**config.mk**
```make
export PLATFORM = sky130hd
export DESIGN_NAME = ser_cfg_port
export DESIGN_NICKNAME = d
export VERILOG_FILES = /design/src/rtl/scp_pkg.sv /design/src/rtl/scp_sync.sv /design/src/rtl/scp_core.sv /design/src/rtl/scp_omux.sv /design/src/rtl/ser_cfg_port.sv
export SDC_FILE = /design/constraint.sdc
export NUM_CORES = 1
export LEC_CHECK = 0
export BUFFER_PORTS_ARGS = -buffer_cell sky130_fd_sc_hd__buf_2
export CAP_MARGIN = 20
export CORE_MARGIN = 2
export CORE_UTILIZATION = 30
export DETAILED_ROUTE_END_ITERATION = 10
export PLACE_DENSITY_LB_ADDON = 0.3
export REMOVE_ABC_BUFFERS = 1
export SLEW_MARGIN = 40
export SYNTH_ARGS = -nofsm -noshare
export SYNTH_HDL_FRONTEND = slang
export SYNTH_SLANG_ARGS = --single-unit
```
**constraint.sdc**
```tcl
create_clock -name clk -period 2.24 [get_ports clk]
set_clock_uncertainty 0.05 [all_clocks]
set_input_delay 0.224 -clock clk [delete_from_list [all_inputs] [get_ports clk]]
set_output_delay 0.224 -clock clk [all_outputs]
set_load 0.01 [all_outputs]
```
**src/rtl/scp_pkg.sv**
```systemverilog
package scp_pkg;
   // One serial-domain event as seen in the system clock domain
   typedef struct packed {
      logic rise;   // serial clock rising edge detected this cycle
      logic din;    // synchronized data bit
      logic lat;    // synchronized latch strobe
   } scp_evt_t;
endpackage

```
**src/rtl/scp_sync.sv**
```systemverilog
module scp_sync #(
   parameter int WIDTH  = 3,
   parameter int STAGES = 2
) (
   input  logic             clk,
   input  logic             rst_n,
   input  logic [WIDTH-1:0] async_i,
   output logic [WIDTH-1:0] sync_o
);
   generate
      if (STAGES < 2) begin : g_bad
         $error("scp_sync: STAGES must be at least 2");
      end
   endgenerate

   logic [WIDTH-1:0] stage_q [STAGES];

   generate
      for (genvar s = 0; s < STAGES; s++) begin : g_stage
         always_ff @(posedge clk or negedge rst_n) begin
            if (!rst_n) begin
               stage_q[s] <= '0;
            end else if (s == 0) begin
               stage_q[s] <= async_i;
            end else begin
               stage_q[s] <= stage_q[(s > 0) ? s-1 : 0];
            end
         end
      end
   endgenerate

   assign sync_o = stage_q[STAGES-1];
endmodule

```
**src/rtl/scp_core.sv**
```systemverilog
module scp_core
   import scp_pkg::*;
#(
   parameter int DATA_W = 20,
   parameter int RW_W   = 2
) (
   input  logic              clk,
   input  logic              rst_n,
   input  scp_evt_t          evt_i,
   output logic [DATA_W-1:0] cfg_q,
   output logic [DATA_W-1:0] sreg_q,
   output logic [RW_W-1:0]   rw_q,
   output logic              load_pend_q
);
   generate
      if (RW_W < 2) begin : g_bad_rw
         $error("scp_core: RW_W must be at least 2");
      end
      if (DATA_W < 2) begin : g_bad_dw
         $error("scp_core: DATA_W must be at least 2");
      end
   endgenerate

   logic [DATA_W-1:0] data_nx;
   logic [RW_W-1:0]   rw_nx;
   logic              wr_hit;

   // The chain runs data <- trailer <- din, so after a full transfer
   // the data word sits in sreg_q and the trailer in rw_q.
   assign data_nx = {sreg_q[DATA_W-2:0], rw_q[RW_W-1]};
   assign rw_nx   = {rw_q[RW_W-2:0], evt_i.din};
   assign wr_hit  = evt_i.lat && (rw_nx == '0);

   always_ff @(posedge clk or negedge rst_n) begin
      if (!rst_n) begin
         cfg_q       <= '0;
         sreg_q      <= '0;
         rw_q        <= '0;
         load_pend_q <= 1'b0;
      end else if (evt_i.rise) begin
         if (load_pend_q) begin
            sreg_q      <= cfg_q;
            load_pend_q <= 1'b0;
         end else begin
            sreg_q <= data_nx;
            rw_q   <= rw_nx;
            if (evt_i.lat) begin
               load_pend_q <= 1'b1;
            end
            if (wr_hit) begin
               cfg_q <= data_nx;
            end
         end
      end
   end
endmodule

```
**src/rtl/scp_omux.sv**
```systemverilog
module scp_omux #(
   parameter int SEL_W  = 3,
   localparam int N_SRC  = 1 << SEL_W,
   localparam int TEST_W = N_SRC - 1
) (
   input  logic [SEL_W-1:0]  sel_i,
   input  logic              ser_bit_i,
   input  logic [TEST_W-1:0] test_i,
   output logic              out_o
);
   logic [N_SRC-1:0] src;

   generate
      for (genvar i = 0; i < N_SRC; i++) begin : g_src
         if (i == 0) begin : g_ser
            assign src[i] = ser_bit_i;
         end else begin : g_tst
            assign src[i] = test_i[i-1];
         end
      end
   endgenerate

   assign out_o = src[sel_i];
endmodule

```
**src/rtl/ser_cfg_port.sv**
```systemverilog
module ser_cfg_port
   import scp_pkg::*;
#(
   parameter int DATA_W      = 20,
   parameter int RW_W        = 2,
   parameter int SEL_LSB     = 5,
   parameter int SEL_W       = 3,
   parameter int SYNC_STAGES = 2,
   localparam int TEST_W     = (1 << SEL_W) - 1
) (
   input  logic              clk,
   input  logic              rst_n,
   input  logic              sclk_i,
   input  logic              sdin_i,
   input  logic              slat_i,
   input  logic [TEST_W-1:0] test_sig_i,
   output logic              sdout_o,
   output logic [DATA_W-1:0] cfg_o
);
   generate
      if (SEL_LSB + SEL_W > DATA_W) begin : g_bad_sel
         $error("ser_cfg_port: select field exceeds register width");
      end
   endgenerate

   logic [2:0]        sync_w;
   logic              sclk_prev_q;
   scp_evt_t          evt_w;
   logic              rise_w;
   logic [DATA_W-1:0] sreg_w;
   logic [RW_W-1:0]   rw_w;
   logic              load_pend_w;
   logic [SEL_W-1:0]  sel_w;

   scp_sync #(.WIDTH(3), .STAGES(SYNC_STAGES)) u_sync (
      .clk    (clk),
      .rst_n  (rst_n),
      .async_i({sclk_i, sdin_i, slat_i}),
      .sync_o (sync_w)
   );

   always_ff @(posedge clk or negedge rst_n) begin
      if (!rst_n) sclk_prev_q <= 1'b0;
      else        sclk_prev_q <= sync_w[2];
   end

   assign rise_w    = sync_w[2] & ~sclk_prev_q;
   assign evt_w     = '{rise: rise_w, din: sync_w[1], lat: sync_w[0]};

   scp_core #(.DATA_W(DATA_W), .RW_W(RW_W)) u_core (
      .clk        (clk),
      .rst_n      (rst_n),
      .evt_i      (evt_w),
      .cfg_q      (cfg_o),
      .sreg_q     (sreg_w),
      .rw_q       (rw_w),
      .load_pend_q(load_pend_w)
   );

   assign sel_w = cfg_o[SEL_LSB +: SEL_W];

   scp_omux #(.SEL_W(SEL_W)) u_omux (
      .sel_i    (sel_w),
      .ser_bit_i(sreg_w[DATA_W-1]),
      .test_i   (test_sig_i),
      .out_o    (sdout_o)
   );
endmodule

```
==> flow_metrics.tcl <==
set metrics [dict create \
    run_status "completed" \
    final.setup.tns_ps 0 \
    postSynthCellCount 151 \
    critical_path_arrival_ps 1680 \
    die_h_microns 87.6 \
    power_density_mw_per_mm2 759 \
    worst_slack_ps 284 \
    timing.critical_path.slowest_cell_delay_ps 520 \
    finalWorstPathRequiredPeriod_ps 1960 \
    grt_pass1_wl_mm 6.08 \
    timing.critical_path.required_ps 1970 \
    dpl_hpwl_mm 2.32 \
    cts_repair_resize_count 0 \
    drtAntennaViolNets 0 \
    relSlewSlack_pct 67.8 \
    routed_wirelength_mm 3.57 \
    ys_warn_count 0 \
    power.sequential.fraction_pct 57.3 \
    timing_worst_setup_path_type "register to output pin" \
    regToRegSetupSlack_ps 470 \
    dieWidth_microns 87.6 \
    first_pass_iters 2 \
    first_global_vias 1259 \
    globalRouteTotalUtil_pct 10.2 \
    achievable-frequency_ghz 0.511 \
    finalCoreUtilization_pct 36.4 \
    maxSlewViolCount 0 \
    drc 0 \
    period_share_pct 87.3 \
    netSwitchingFraction_pct 26.5 \
    combinationalPowerShare_pct 16.4 \
    power_frac_clock_pct 26.3 \
    grt_remaining_overflow 0 \
    critical_path.max_fanout 5 \
    synth.cell_area_sq_mm 0.00210 \
    tritoncts_num_sinks 50 \
    area_delta_synth_final_pct 17.8 \
    critical_path.startpoint_type "register" \
    postSynthRegisterBits 50 \
    clkLatencyLatePin_ps 290 \
    element_type_at_the_critical_path_end "output pin" \
    initial_utilization_pct 30.9 \
    sequential_to_total_area_share_from_yosys_stat_pct 59.6 \
    buffer_ports.inserted 32 \
    antenna_found_initial 0 \
    core_sq_mm 0.00679 \
    intPower_w 0.00138 \
    dpl.cell_count 273 \
    post_cts_buffers 0 \
    routedWlPerCell_microns 12.6 \
    power_leakage_nw 1.24 \
    holdCritPathClass "register to register" \
    filler_cell_count 655 \
    worst_setup_hold_path_clk_slew_ps 90 \
    cts_htree_levels 2 \
    drive_gt1_share_pct 36.7 \
    pin_count_of_the_biggest_net_entering_global_routing 44 \
    yosysUniqueCellTypes 13 \
    p_switching_w 0.000497 \
    setup_violations 0 \
    antennaDiodeCount 0 \
    vias 1204 \
    postSynthAreaPerCell_sq_um 13.9 \
    worst_ir_drop_vdd_mv 0.436 \
    placement_rows 30 \
    rsz0062_at_grt "no" \
    routed_via_density 4.24 \
    final_hold_vios 0 \
    finalWeightedCongestion 0.651 \
    ios 33 \
    floorplan.die_area_sq_mm 0.00768 \
    hold_ws_ps 307 \
    worst_path_max_delay_cell "mux4_2" \
    worst_pin_slew_ps 483 \
    clock_tree.root_cell "clkbuf_8" \
    max-clock-path-buffers 2 \
    tritoncts "yes" \
    fin_cells 284 \
    initialDrtViolationCount 23 \
    max_cap_violations 0 \
    chain_of_cells_forming_the_critical_path "mux4_2 > mux2_2 > buf_2" \
    cts_made_buffers 5 \
    finish.net_count 200 \
    dp_slack_ps 480 \
]
==> cell type report <==
class	count	area [sq um]	area share [%]
flip-flops and latches	50	1250	50.6
multi-input cells	91	791	32.0
repair buffers	40	230	9.32
well taps	96	120	4.86
clock buffers	5	68.8	2.78
clock inverters	2	10.0	0.405
==> per-layer routing <==
| metal | global-route usage, % | up-vias | routed length [microns] |
|---|---|---|---|
| li1 | - | 601 | - |
| met1 | 13.3 | 577 | 1720 |
| met2 | 16.7 | 22 | 1670 |
| met3 | 3.02 | 4 | 150 |
| met4 | 2.94 | 0 | 33 |
| met5 | 0 | - | 0 |
==> cells by family after synthesis <==
group	after synthesis	synth area share [%]
AND/OR/NAND/NOR	25	5.07
multiplexers	45	27.6
AO/OA/AOI/OAI	21	5.01
flip-flops	50	59.6
buffers and inverters	10	2.68
==> synthesized netlist by cell type, drive strengths merged <==
cell / number / share of area (%)
nand2b: 2 / 0.60
mux4: 2 / 2.1
dfrtp: 50 / 60
nand2: 21 / 3.8
mux2i: 20 / 9.5
buf: 5 / 1.8
mux2: 23 / 16
nor2: 1 / 0.18
o21ai: 21 / 5.0
or4: 1 / 0.54
clkbuf: 5 / 0.89
==> final timing paths <==
path	to	startpoint	cells past startpoint
worst max register to register	u_core.cfg_q[14]$_DFFE_PN0P_	sclk_prev_q$_DFF_PN0_	3
worst max-delay path	sdout_o	u_core.cfg_q[5]$_DFFE_PN0P_	3
min in group asynchronous	u_core.sreg_q[0]$_DFFE_PN0P_	rst_n	2
worst min register to register	u_sync.sync_o[0]$_DFF_PN0_	u_sync.stage_q[3]$_DFF_PN0_	0
max in group asynchronous	u_core.cfg_q[14]$_DFFE_PN0P_	rst_n	3
worst min-delay path	u_sync.sync_o[0]$_DFF_PN0_	u_sync.stage_q[3]$_DFF_PN0_	0
==> state kept, by name, indices dropped and copies added, names as in the netlist <==
| register | flops |
|---|---|
| u_sync.sync_o | 3 |
| u_core.load_pend_q | 1 |
| u_core.cfg_q | 20 |
| u_core.rw_q | 2 |
| sclk_prev_q | 1 |
| u_core.sreg_q | 20 |
| u_sync.stage_q | 3 |
==> placed cells by master, fill, tap and decap left out, drive strengths merged, types with 2 or more instances in the layout <==
cell | netlist | final
dfrtp | 50 | 50
buf | 5 | 36
mux2 | 23 | 23
nand2 | 21 | 21
o21ai | 21 | 21
mux2i | 20 | 20
clkbuf | 5 | 5
dlygate4sd3 | 0 | 4
mux4 | 2 | 2
nand2b | 2 | 2
clkinv | 0 | 2
==> power groups by stage <==
| stage | clock network (W) | registers [W] | logic, W |
|---|---|---|---|
| final | 0.000494 | 0.00108 | 0.000307 |
| after global routing | 0.000558 | 0.00109 | 0.000344 |
| after CTS | 0.000514 | 0.00108 | 0.000314 |
| after detailed placement | 0 | 0.00109 | 0.000310 |
| after global placement | 0 | 0.00110 | 0.000305 |
| after floorplan | 0 | 0.00112 | 0.000168 |
==> worst max-delay path: cells and delay by family, from the launching register on <==
kind     cells  cell delay [ps]
mux          2              790
buf+inv      1              140
flops        1              460
==> timing repair <==
item	4_1_cts	5_1_grt
hold buffers	4	0
endpoints found under the hold margin	22	0
endpoints found under the setup margin	0	0
==> stage by stage <==
stage / total power [W] / cell area, sq um
2_1_floorplan: 0.00129 / 2040
5_1_grt: 0.00199 / 2470
3_5_place_dp: 0.00140 / 2350
3_3_place_gp: 0.00140 / 2350
4_1_cts: 0.00191 / 2470
6_report: 0.00188 / 2470
Power figures use the tool's default switching activity.
